$ cat config.mk
export PLATFORM = sky130hd
export DESIGN_NAME = tlb_lock_ctrl
export DESIGN_NICKNAME = d
export VERILOG_FILES = /design/src/rtl/tlb_lock_pkg.sv /design/src/rtl/tlb_lock_reg.sv /design/src/rtl/tlb_entry_array.sv /design/src/rtl/tlb_lock_ctrl.sv
export SDC_FILE = /design/constraint.sdc
export NUM_CORES = 2
export LEC_CHECK = 0
export ABC_AREA = 1
export CAP_MARGIN = 20
export CORE_ASPECT_RATIO = 2
export CORE_MARGIN = 2
export CORE_UTILIZATION = 37
export CTS_CLUSTER_SIZE = 30
export DETAILED_ROUTE_END_ITERATION = 16
export DONT_BUFFER_PORTS = 1
export SYNTH_ARGS = -nofsm -noshare
export SYNTH_HDL_FRONTEND = slang
export SYNTH_SLANG_ARGS = --single-unit
$ cat constraint.sdc
create_clock -name clk -period 3.4 [get_ports clk]
set_input_delay 0.51 -clock clk [delete_from_list [all_inputs] [get_ports clk]]
set_output_delay 0.51 -clock clk [all_outputs]
set_load 0.01 [all_outputs]
$ cat src/rtl/tlb_lock_pkg.sv
// Shared constants and the maintenance command encoding.
package tlb_lock_pkg;
    localparam int REG_W       = 32;
    localparam int KEEP_BIT    = 0;
    localparam int SLOT_LSB    = 26;

    typedef enum logic [1:0] {
        MNT_NONE          = 2'd0,
        MNT_FLUSH_MAIN    = 2'd1,
        MNT_BY_PAGE       = 2'd2,
        MNT_BY_ASID       = 2'd3
    } mnt_cmd_e;
endpackage

$ cat src/rtl/tlb_lock_reg.sv
// Control register: holds the keep bit and the rotating pinned-slot pointer.
// Assumes SLOT_W <= 6 so that the pointer field fits below bit 32.
module tlb_lock_reg
    import tlb_lock_pkg::*;
#(
    parameter int SLOT_W = 3
) (
    input  logic              clk,
    input  logic              rst_n,
    input  logic              wr_en,
    input  logic [REG_W-1:0]  wr_data,
    input  logic              fill_valid,
    output logic [REG_W-1:0]  rd_data,
    output logic              keep,
    output logic [SLOT_W-1:0] slot
);
    // Update fields: a software write wins, otherwise a pinned fill advances the pointer.
    always_ff @(posedge clk) begin
        if (!rst_n) begin
            keep <= 1'b0;
            slot <= '0;
        end else if (wr_en) begin
            keep <= wr_data[KEEP_BIT];
            slot <= wr_data[SLOT_LSB +: SLOT_W];
        end else if (fill_valid && keep) begin
            slot <= slot + SLOT_W'(1);
        end
    end

    // Assemble the read word with all unused bits at zero.
    always_comb begin
        rd_data                     = '0;
        rd_data[KEEP_BIT]           = keep;
        rd_data[SLOT_LSB +: SLOT_W] = slot;
    end
endmodule

$ cat src/rtl/tlb_entry_array.sv
// Array of translation entries with write-by-index, maintenance invalidation
// and lookup. FLUSH_IMMUNE keeps entries through the main-flush command.
// DIRECT_MAPPED selects indexed lookup (index = low page bits); otherwise a
// full associative scan with the lowest matching index taking precedence.
// Assumes N is a power of two.
module tlb_entry_array
    import tlb_lock_pkg::*;
#(
    parameter int N             = 8,
    parameter int VPN_W         = 20,
    parameter int PPN_W         = 20,
    parameter int ASID_W        = 8,
    parameter bit FLUSH_IMMUNE  = 1'b0,
    parameter bit DIRECT_MAPPED = 1'b0,
    localparam int IDX_W        = $clog2(N)
) (
    input  logic              clk,
    input  logic              rst_n,
    input  logic              wr_en,
    input  logic [IDX_W-1:0]  wr_idx,
    input  logic [VPN_W-1:0]  wr_vpn,
    input  logic [ASID_W-1:0] wr_asid,
    input  logic [PPN_W-1:0]  wr_ppn,
    input  logic              wr_glb,
    input  mnt_cmd_e          mnt_cmd,
    input  logic [VPN_W-1:0]  mnt_vpn,
    input  logic [ASID_W-1:0] mnt_asid,
    input  logic [VPN_W-1:0]  lk_vpn,
    input  logic [ASID_W-1:0] lk_asid,
    output logic              lk_hit,
    output logic [PPN_W-1:0]  lk_ppn
);
    logic              e_v    [N];
    logic              e_g    [N];
    logic [VPN_W-1:0]  e_vpn  [N];
    logic [ASID_W-1:0] e_asid [N];
    logic [PPN_W-1:0]  e_ppn  [N];
    logic [N-1:0]      kill;
    logic [N-1:0]      match;

    // Per-entry invalidation and lookup match terms.
    always_comb begin
        for (int i = 0; i < N; i++) begin
            kill[i]  = ((mnt_cmd == MNT_FLUSH_MAIN) && !FLUSH_IMMUNE)
                    || ((mnt_cmd == MNT_BY_PAGE) && (e_vpn[i] == mnt_vpn))
                    || ((mnt_cmd == MNT_BY_ASID) && !e_g[i] && (e_asid[i] == mnt_asid));
            match[i] = e_v[i] && (e_vpn[i] == lk_vpn) && (e_g[i] || (e_asid[i] == lk_asid));
        end
    end

    // Entry storage: a fill to an entry overrides a same-cycle invalidation of it.
    always_ff @(posedge clk) begin
        for (int i = 0; i < N; i++) begin
            if (!rst_n) begin
                e_v[i]    <= 1'b0;
                e_g[i]    <= 1'b0;
                e_vpn[i]  <= '0;
                e_asid[i] <= '0;
                e_ppn[i]  <= '0;
            end else if (wr_en && (wr_idx == IDX_W'(i))) begin
                e_v[i]    <= 1'b1;
                e_g[i]    <= wr_glb;
                e_vpn[i]  <= wr_vpn;
                e_asid[i] <= wr_asid;
                e_ppn[i]  <= wr_ppn;
            end else if (kill[i]) begin
                e_v[i]    <= 1'b0;
            end
        end
    end

    generate
        if (DIRECT_MAPPED) begin : g_indexed
            logic [IDX_W-1:0] idx;
            // Indexed lookup: only the entry selected by the low page bits can hit.
            always_comb begin
                idx    = lk_vpn[IDX_W-1:0];
                lk_hit = match[idx];
                lk_ppn = match[idx] ? e_ppn[idx] : '0;
            end
        end else begin : g_assoc
            // Associative lookup: scan downward so the lowest matching slot wins.
            always_comb begin
                lk_hit = 1'b0;
                lk_ppn = '0;
                for (int i = N - 1; i >= 0; i--) begin
                    if (match[i]) begin
                        lk_hit = 1'b1;
                        lk_ppn = e_ppn[i];
                    end
                end
            end
        end
    endgenerate
endmodule

$ cat src/rtl/tlb_lock_ctrl.sv
// Translation cache top: control register, pinned associative region and
// direct-mapped main region. Fills are steered by the keep bit; lookup gives
// the pinned region precedence. Lookup is combinational.
module tlb_lock_ctrl
    import tlb_lock_pkg::*;
#(
    parameter int VPN_W  = 20,
    parameter int PPN_W  = 20,
    parameter int ASID_W = 8,
    parameter int LOCK_N = 8,
    parameter int MAIN_N = 16,
    localparam int SLOT_W = $clog2(LOCK_N),
    localparam int MIDX_W = $clog2(MAIN_N)
) (
    input  logic              clk,
    input  logic              rst_n,
    input  logic              reg_wr_en,
    input  logic [31:0]       reg_wr_data,
    output logic [31:0]       reg_rd_data,
    input  logic              fill_valid,
    input  logic [VPN_W-1:0]  fill_vpn,
    input  logic [ASID_W-1:0] fill_asid,
    input  logic [PPN_W-1:0]  fill_ppn,
    input  logic              fill_global,
    input  logic [1:0]        maint_cmd,
    input  logic [VPN_W-1:0]  maint_vpn,
    input  logic [ASID_W-1:0] maint_asid,
    input  logic [VPN_W-1:0]  lk_vpn,
    input  logic [ASID_W-1:0] lk_asid,
    output logic              lk_hit,
    output logic [PPN_W-1:0]  lk_ppn,
    output logic              lk_locked
);
    logic              keep;
    logic [SLOT_W-1:0] slot;
    logic              pin_hit, main_hit;
    logic [PPN_W-1:0]  pin_ppn, main_ppn;
    mnt_cmd_e          cmd;

    assign cmd = mnt_cmd_e'(maint_cmd);

    tlb_lock_reg #(.SLOT_W(SLOT_W)) i_reg (
        .clk(clk), .rst_n(rst_n), .wr_en(reg_wr_en), .wr_data(reg_wr_data),
        .fill_valid(fill_valid), .rd_data(reg_rd_data), .keep(keep), .slot(slot)
    );

    tlb_entry_array #(
        .N(LOCK_N), .VPN_W(VPN_W), .PPN_W(PPN_W), .ASID_W(ASID_W),
        .FLUSH_IMMUNE(1'b1), .DIRECT_MAPPED(1'b0)
    ) i_pinned (
        .clk(clk), .rst_n(rst_n), .wr_en(fill_valid && keep), .wr_idx(slot),
        .wr_vpn(fill_vpn), .wr_asid(fill_asid), .wr_ppn(fill_ppn), .wr_glb(fill_global),
        .mnt_cmd(cmd), .mnt_vpn(maint_vpn), .mnt_asid(maint_asid),
        .lk_vpn(lk_vpn), .lk_asid(lk_asid), .lk_hit(pin_hit), .lk_ppn(pin_ppn)
    );

    tlb_entry_array #(
        .N(MAIN_N), .VPN_W(VPN_W), .PPN_W(PPN_W), .ASID_W(ASID_W),
        .FLUSH_IMMUNE(1'b0), .DIRECT_MAPPED(1'b1)
    ) i_main (
        .clk(clk), .rst_n(rst_n), .wr_en(fill_valid && !keep),
        .wr_idx(fill_vpn[MIDX_W-1:0]),
        .wr_vpn(fill_vpn), .wr_asid(fill_asid), .wr_ppn(fill_ppn), .wr_glb(fill_global),
        .mnt_cmd(cmd), .mnt_vpn(maint_vpn), .mnt_asid(maint_asid),
        .lk_vpn(lk_vpn), .lk_asid(lk_asid), .lk_hit(main_hit), .lk_ppn(main_ppn)
    );

    // Merge region results with the pinned region taking precedence.
    always_comb begin
        lk_hit    = pin_hit || main_hit;
        lk_locked = pin_hit;
        lk_ppn    = pin_hit ? pin_ppn : main_ppn;
    end
endmodule

# --- Word level (Yosys, flattened, before mapping) ---
# Memories as Yosys holds them, arrays and structs flattened.
# Index checks and enable logic that the tools add are counted.
word_totals:
  romBits: 0
  latchBits: 0
  mem_bits_rw: 1200
  regBits: 4
  inputBits: 143
  mem_count: 10
classes:
  n_div: 0
  eq_ne: 121
  shift: 0
  n_mux: 335
  bitwise: 144
  addsub: 1
  n_reduce_logical: 239
  magnitude_cmp: 1
  n_mul: 0
mem_list:
  columns: ["memory", "depth", "word_bits", "read_ports", "rd_clocked_by_memory_dff", "write_ports", "line_no", "text"]
  rows:
  - ["i_main.e_ppn", 16, 20, 1, 0, 16, "tlb_entry_array.sv:37", "logic [PPN_W-1:0] e_ppn [N];"]
  - ["i_main.e_vpn", 16, 20, 16, 0, 16, "tlb_entry_array.sv:35", "logic [VPN_W-1:0] e_vpn [N];"]
  - ["i_pinned.e_ppn", 8, 20, 8, 0, 8, "tlb_entry_array.sv:37", null]
  - ["i_pinned.e_vpn", 8, 20, 8, 0, 8, "tlb_entry_array.sv:35", null]
  - ["i_main.e_asid", 16, 8, 16, 0, 16, "tlb_entry_array.sv:36", "logic [ASID_W-1:0] e_asid [N];"]
  - ["i_pinned.e_asid", 8, 8, 8, 0, 8, "tlb_entry_array.sv:36", null]
  - ["+4 memories", null, null, null, null, null, null, null]
op_table:
  columns: ["cell", "count"]
  rows:
  - ["two-way mux 20 bit", 58]
  - ["== test 20 bit", 48]
  - ["== test 8 bit", 48]
  - ["two-way mux 1 bit", 250]
  - ["two-way mux 8 bit", 24]
  - ["logical AND 1 bit", 146]
  - ["OR 1 bit", 144]
  - ["logical OR 1 bit", 65]
  - ["== test 4 bit (second input constant)", 8]
  - ["logical NOT 1 bit", 25]
  - ["== test 4 x 3 -> 1 bit (second input constant)", 4]
  - ["== test 3 bit (second input constant)", 4]
  - ["== test 4 x 2 -> 1 bit (second input constant)", 2]
  - ["== test 3 x 2 -> 1 bit (second input constant)", 2]
  - ["two-way mux 3 bit", 2]
  - ["less-than comparator 4 x 5 -> 1 bit (second input constant)", 1]
  - ["binary-select mux 1 bit (select 4 bit)", 1]
  - ["== test 2 bit (second input constant)", 2]
  - ["== test 4 x 1 -> 1 bit (second input constant)", 1]
  - ["logical NOT 4 bit", 1]
  - ["adder 3 x 1 -> 3 bit (second input constant)", 1]
  - ["== test 3 x 1 -> 1 bit (second input constant)", 1]
  - ["logical NOT 3 bit", 1]
  - ["== test 2 x 1 -> 1 bit (second input constant)", 1]
  - ["nonzero test 2 bit", 1]

# --- Logic depth before layout (Yosys ltp) ---
# An unclocked memory read counts as a cell.
depth:
  depth_word: 13
  ltp_mapped: 21
  ltp_nobuf: 19

# --- Hierarchy ---
# From an unflattened synthesis, not the netlist that was laid out.
hier_totals:
  cells_unflattened: 7625
  area_unflattened_um2: 66824.1
modules_own_cells:
  columns: ["module", "area_per_inst_um2", "cells_each", "instances"]
  rows:
  - ["tlb_entry_array at i_main", 43705.7, 4866, 1]
  - ["tlb_entry_array at i_pinned", 22361.4, 2620, 1]
  - ["tlb_lock_reg", 469.2, 69, 1]
  - ["tlb_lock_ctrl", 287.8, 70, 1]

# --- Least setup slack after synthesis ---
# No wires, ideal clock.
synth_timing:
  kind: "input to register"
  start: "input port fill_vpn[1]"
  end: "memory i_main.e_v[13][0], in the netlist i_main.e_v[3][1], enable pin"
  n_path_buf: 1
  slack_ns: 0.560
  setup_time_ns: 0.340
  arrival_ns: 2.500
  required_time_ns: 3.060
  stages: 8
  path_cell_list: "inv_1 > clkbuf_1 > nand3_1 > nor2_1 > inv_1 > nand2_1 > a21oi_1 > o311ai_0"
synth_rtl:
  columns: ["item", "line_no", "text"]
  rows:
  - ["start: declaration", "tlb_lock_ctrl.sv:21", "input logic [VPN_W-1:0] fill_vpn,"]
  - ["end: declaration", "tlb_entry_array.sv:33", "logic e_v [N];"]

==> flow_summary.json <==
{
  "grt_max_degree": 198,
  "seq_area_frac_synth": 0.556,
  "cp.required_ns": 2.89,
  "grt_pass1_wl_um": 389000,
  "start_util": 0.372,
  "drive_above_1_share": 0.100,
  "p_leak_nw": 28.2,
  "drc": 0,
  "hold_depth": 3,
  "criticalPathCategory": "reg2out",
  "clockBufferDepth": 3,
  "die_y_um": 596,
  "setup_viol": 22,
  "via_count": 55839,
  "clk_pin_slew_ns": 0.07,
  "setup_ws_ns": -0.275,
  "synth-compound-area-share": 0.0982,
  "synthFlopType": "edfxtp_1",
  "min-delay-start": "reg_wr_en",
  "avgSynthCellArea_um2": 9.24,
  "synth_edf_count": 1196,
  "insertion_delay_ns": 0.75,
  "synth_seq_cells": 1204,
  "dieArea_mm2": 0.179,
  "rr_startpoint": "i_reg.keep",
  "power.density_mw_per_mm2": 469,
  "drt_iter0_markers": 6763,
  "vdd_ir_drop_max_uv": 386,
  "period_minus_slack_ns": 3.68,
  "io_pins": 197,
  "crit_chain": "nand2_1, nand2_1, nor2_2, nand2_1, nor2_1, nand3_2, nor2_2, buf_6, buf_12, nor2_1, nand2_1, nor2_4, buf_12, nor2_1, nand2_4, nand2_4",
  "antenna_left": 0,
  "status": "finished with violations",
  "via_per_inst": 5.97,
  "synth_area_leader_cell": "edfxtp_1",
  "slew_violations": 0,
  "finClkSkew_ns": 0.0299,
  "final_cell_mix": "nor2_1, edfxtp_1, nand2_1",
  "cts.htree.levels": 3,
  "r2r_slack_ns": 0.12,
  "start_kind": "flip-flop",
  "ff_latch_area_mm2": 0.0361,
  "postSynth.asyncResetShare": 0,
  "fin_tns_setup_ns": -4.58,
  "gp_congestion": 1.02,
  "fmax_mhz": 272,
  "synth.area.top_cells": "edfxtp_1, nor2_1, nand2_1, xnor2_1, xor2_1",
  "synth_cells": 7014,
  "total_power_w": 0.0343,
  "critPathMaxStageDelay_ns": 0.46,
  "fin_nets": 7084,
  "final_common_cell": "nor2_1",
  "grt_pass1_vias": 54390,
  "cp_max_fo": 42,
  "cts.sinks": 1204,
  "hold_violations": 0,
  "drv_cap": 0,
  "grt_overflow_total": 0,
  "muxShareOfSynthArea": 0,
  "fin_crit_sh": 1.08,
  "port_buffers": 0,
  "synth_area_mm2": 0.0648,
  "hold_class": "in2reg",
  "rr_worst_depth": 8,
  "track_usage": 0.306,
  "syn_to_final_growth_pct": 12.7,
  "die_w_um": 300,
  "wl_um": 280000,
  "coreArea_mm2": 0.174,
  "yosysTopAreaCellShare": 0.554,
  "antenna_found_initial": 15,
  "hpwl_um": 182000,
  "multi_input_area_mm2": 0.0250,
  "synthAdderAreaFrac": 0.00116,
  "rsz0062_at_grt": "true",
  "tightest_slew_ns": 1.10,
  "final.fill_count": 16736,
  "synthXorXnorAreaFrac": 0.0705,
  "cts-root-buf": "clkbuf_16",
  "arrival_ns": 3.17,
  "synthSimpleGateAreaFrac": 0.205,
  "cts_tree": "yes",
  "worstHoldEndpoint": "i_reg.slot[2]",
  "end_kind": "output port",
  "cts_made_buffers": 109,
  "violations": "setup timing",
  "slowest_stage": "edfxtp_1",
  "whs_ns": 0.0269,
  "drt_pass1_iterations": 8,
  "path_common_cell": "nand2_1",
  "slew_headroom": 0.264,
  "wire_per_inst_um": 30.0,
  "worstReg2RegEnd": "i_main.e_ppn[5][8]",
  "yosys_warnings": 0,
  "rows": 217,
  "dp.cells": 9101,
  "ys_types": 54,
  "synth_top_family_by_area": "simple AND/OR/NAND/NOR gates",
  "final_cells": 9346
}
==> cells by family after synthesis <==
logic type,after synthesis
XOR/XNOR,522
AND/OR/NAND/NOR,3233
buffers and inverters,1045
other,1
AO/OA/AOI/OAI,1003
adder cells (fa/ha/maj),6
flip-flops,1204
==> area by class of cell <==
type,instances,area share
Timing Repair inverter,1,0.0000856
Clock inverter,85,0.0131
Antenna cell,16,0.000548
Multi-Input combinational cell,4824,0.342
Inverter,482,0.0250
Clock buffer,122,0.0390
Sequential cell,1204,0.494
Tap cell,2299,0.0394
Timing Repair Buffer,313,0.0471
==> sequential cells by signal, summed over array words and instances, names as in the netlist <==
| register | count |
|---|---|
| i_main.e_ppn | 320 |
| i_main.e_g | 16 |
| i_pinned.e_g | 8 |
| i_reg.slot | 3 |
| i_pinned.e_asid | 64 |
| i_main.e_v | 16 |
| i_pinned.e_vpn | 160 |
| i_reg.keep | 1 |
| i_main.e_vpn | 320 |
| i_pinned.e_ppn | 160 |
| i_main.e_asid | 128 |
| i_pinned.e_v | 8 |
==> repair_timing <==
item / in CTS / in global routing
pin swaps: 12 / 16
endpoints found under the hold margin: 5 / 0
buffers inserted: 4 / 5
resized for setup: 91 / 56
gates cloned: 1 / 1
hold buffers: 8 / 0
setup endpoints to repair: 22 / 22
==> worst max-delay path, delay by kind of cell, from the launching register on <==
kind	cells	cell delay, ns
DFF	1	0.46
buffers and inverters	3	0.49
and+or+nand+nor	13	1.46
==> layer usage <==
metal	vias to the layer above	global-route usage	part of all wire
met5	-	0	0.00022
met4	8	0.274	0.11
met3	1374	0.0641	0.10
met2	3837	0.515	0.48
met1	26891	0.321	0.31
li1	23729	-	-
==> synth_stat cells, types with 2 or more instances <==
cell and n:
a31oi_1 9, a221o_1 4, o21bai_1 2, nor2_1 1509
buf_4 71, nand3b_1 6, a221oi_1 134, nand2_1 1125
o2111ai_1 58, buf_6 18, o211ai_1 22, a21oi_1 267
or2_0 6, or2_1 10, nor2_4 3, o221ai_1 14
o311ai_1 2, a41oi_1 3, inv_1 429, o21ai_1 22
a211oi_1 10, nand3_1 176, clkbuf_1 330, nor2_2 4
a2111oi_0 9, a22o_1 4, buf_2 112, o22ai_1 268
o21ai_0 159, nor3_1 136, and3_1 4, clkinv_1 11
ha_1 6, nor4_1 72, inv_2 41, buf_1 32
dfxtp_1 8, edfxtp_1 1196, o311ai_0 8, xnor2_1 269
nand4_1 133, a21boi_1 2, xor2_1 253, or2_2 45
a21o_1 3
==> power by group <==
part / internal (W) / leakage, nW / switching [W]
logic: 0.00115 / 13.7 / 0.00242
registers: 0.0169 / 12.7 / 0.000357
clock network: 0.00750 / 1.86 / 0.00599
==> through the flow <==
| stage | utilization | instance area (um2) | setup slack [ns] |
|---|---|---|---|
| after floorplan | - | 65100 | 0.560 |
| after global placement | 0.393 | 68500 | -0.0472 |
| after detailed placement | 0.393 | 68500 | 0.0102 |
| after CTS | 0.417 | 72700 | -0.296 |
| after global routing | 0.419 | 73100 | -0.418 |
| final | 0.419 | 73100 | -0.275 |
==> worst max path at each step <==
stage                                startpoint               end  slack (ns)  cells after the start
after floorplan                     fill_vpn[1]  i_main.e_v[3][1]        0.56                      8
after global placement                lk_vpn[7]         lk_ppn[1]       -0.05                     20
after detailed placement              lk_vpn[7]        lk_ppn[19]        0.01                     19
after CTS                 i_pinned.e_vpn[1][48]         lk_ppn[5]       -0.30                     20
after global routing      i_pinned.e_vpn[1][44]        lk_ppn[10]       -0.42                     16
final                     i_pinned.e_vpn[1][44]        lk_ppn[10]       -0.28                     16
(Power assumes the default switching activity.)
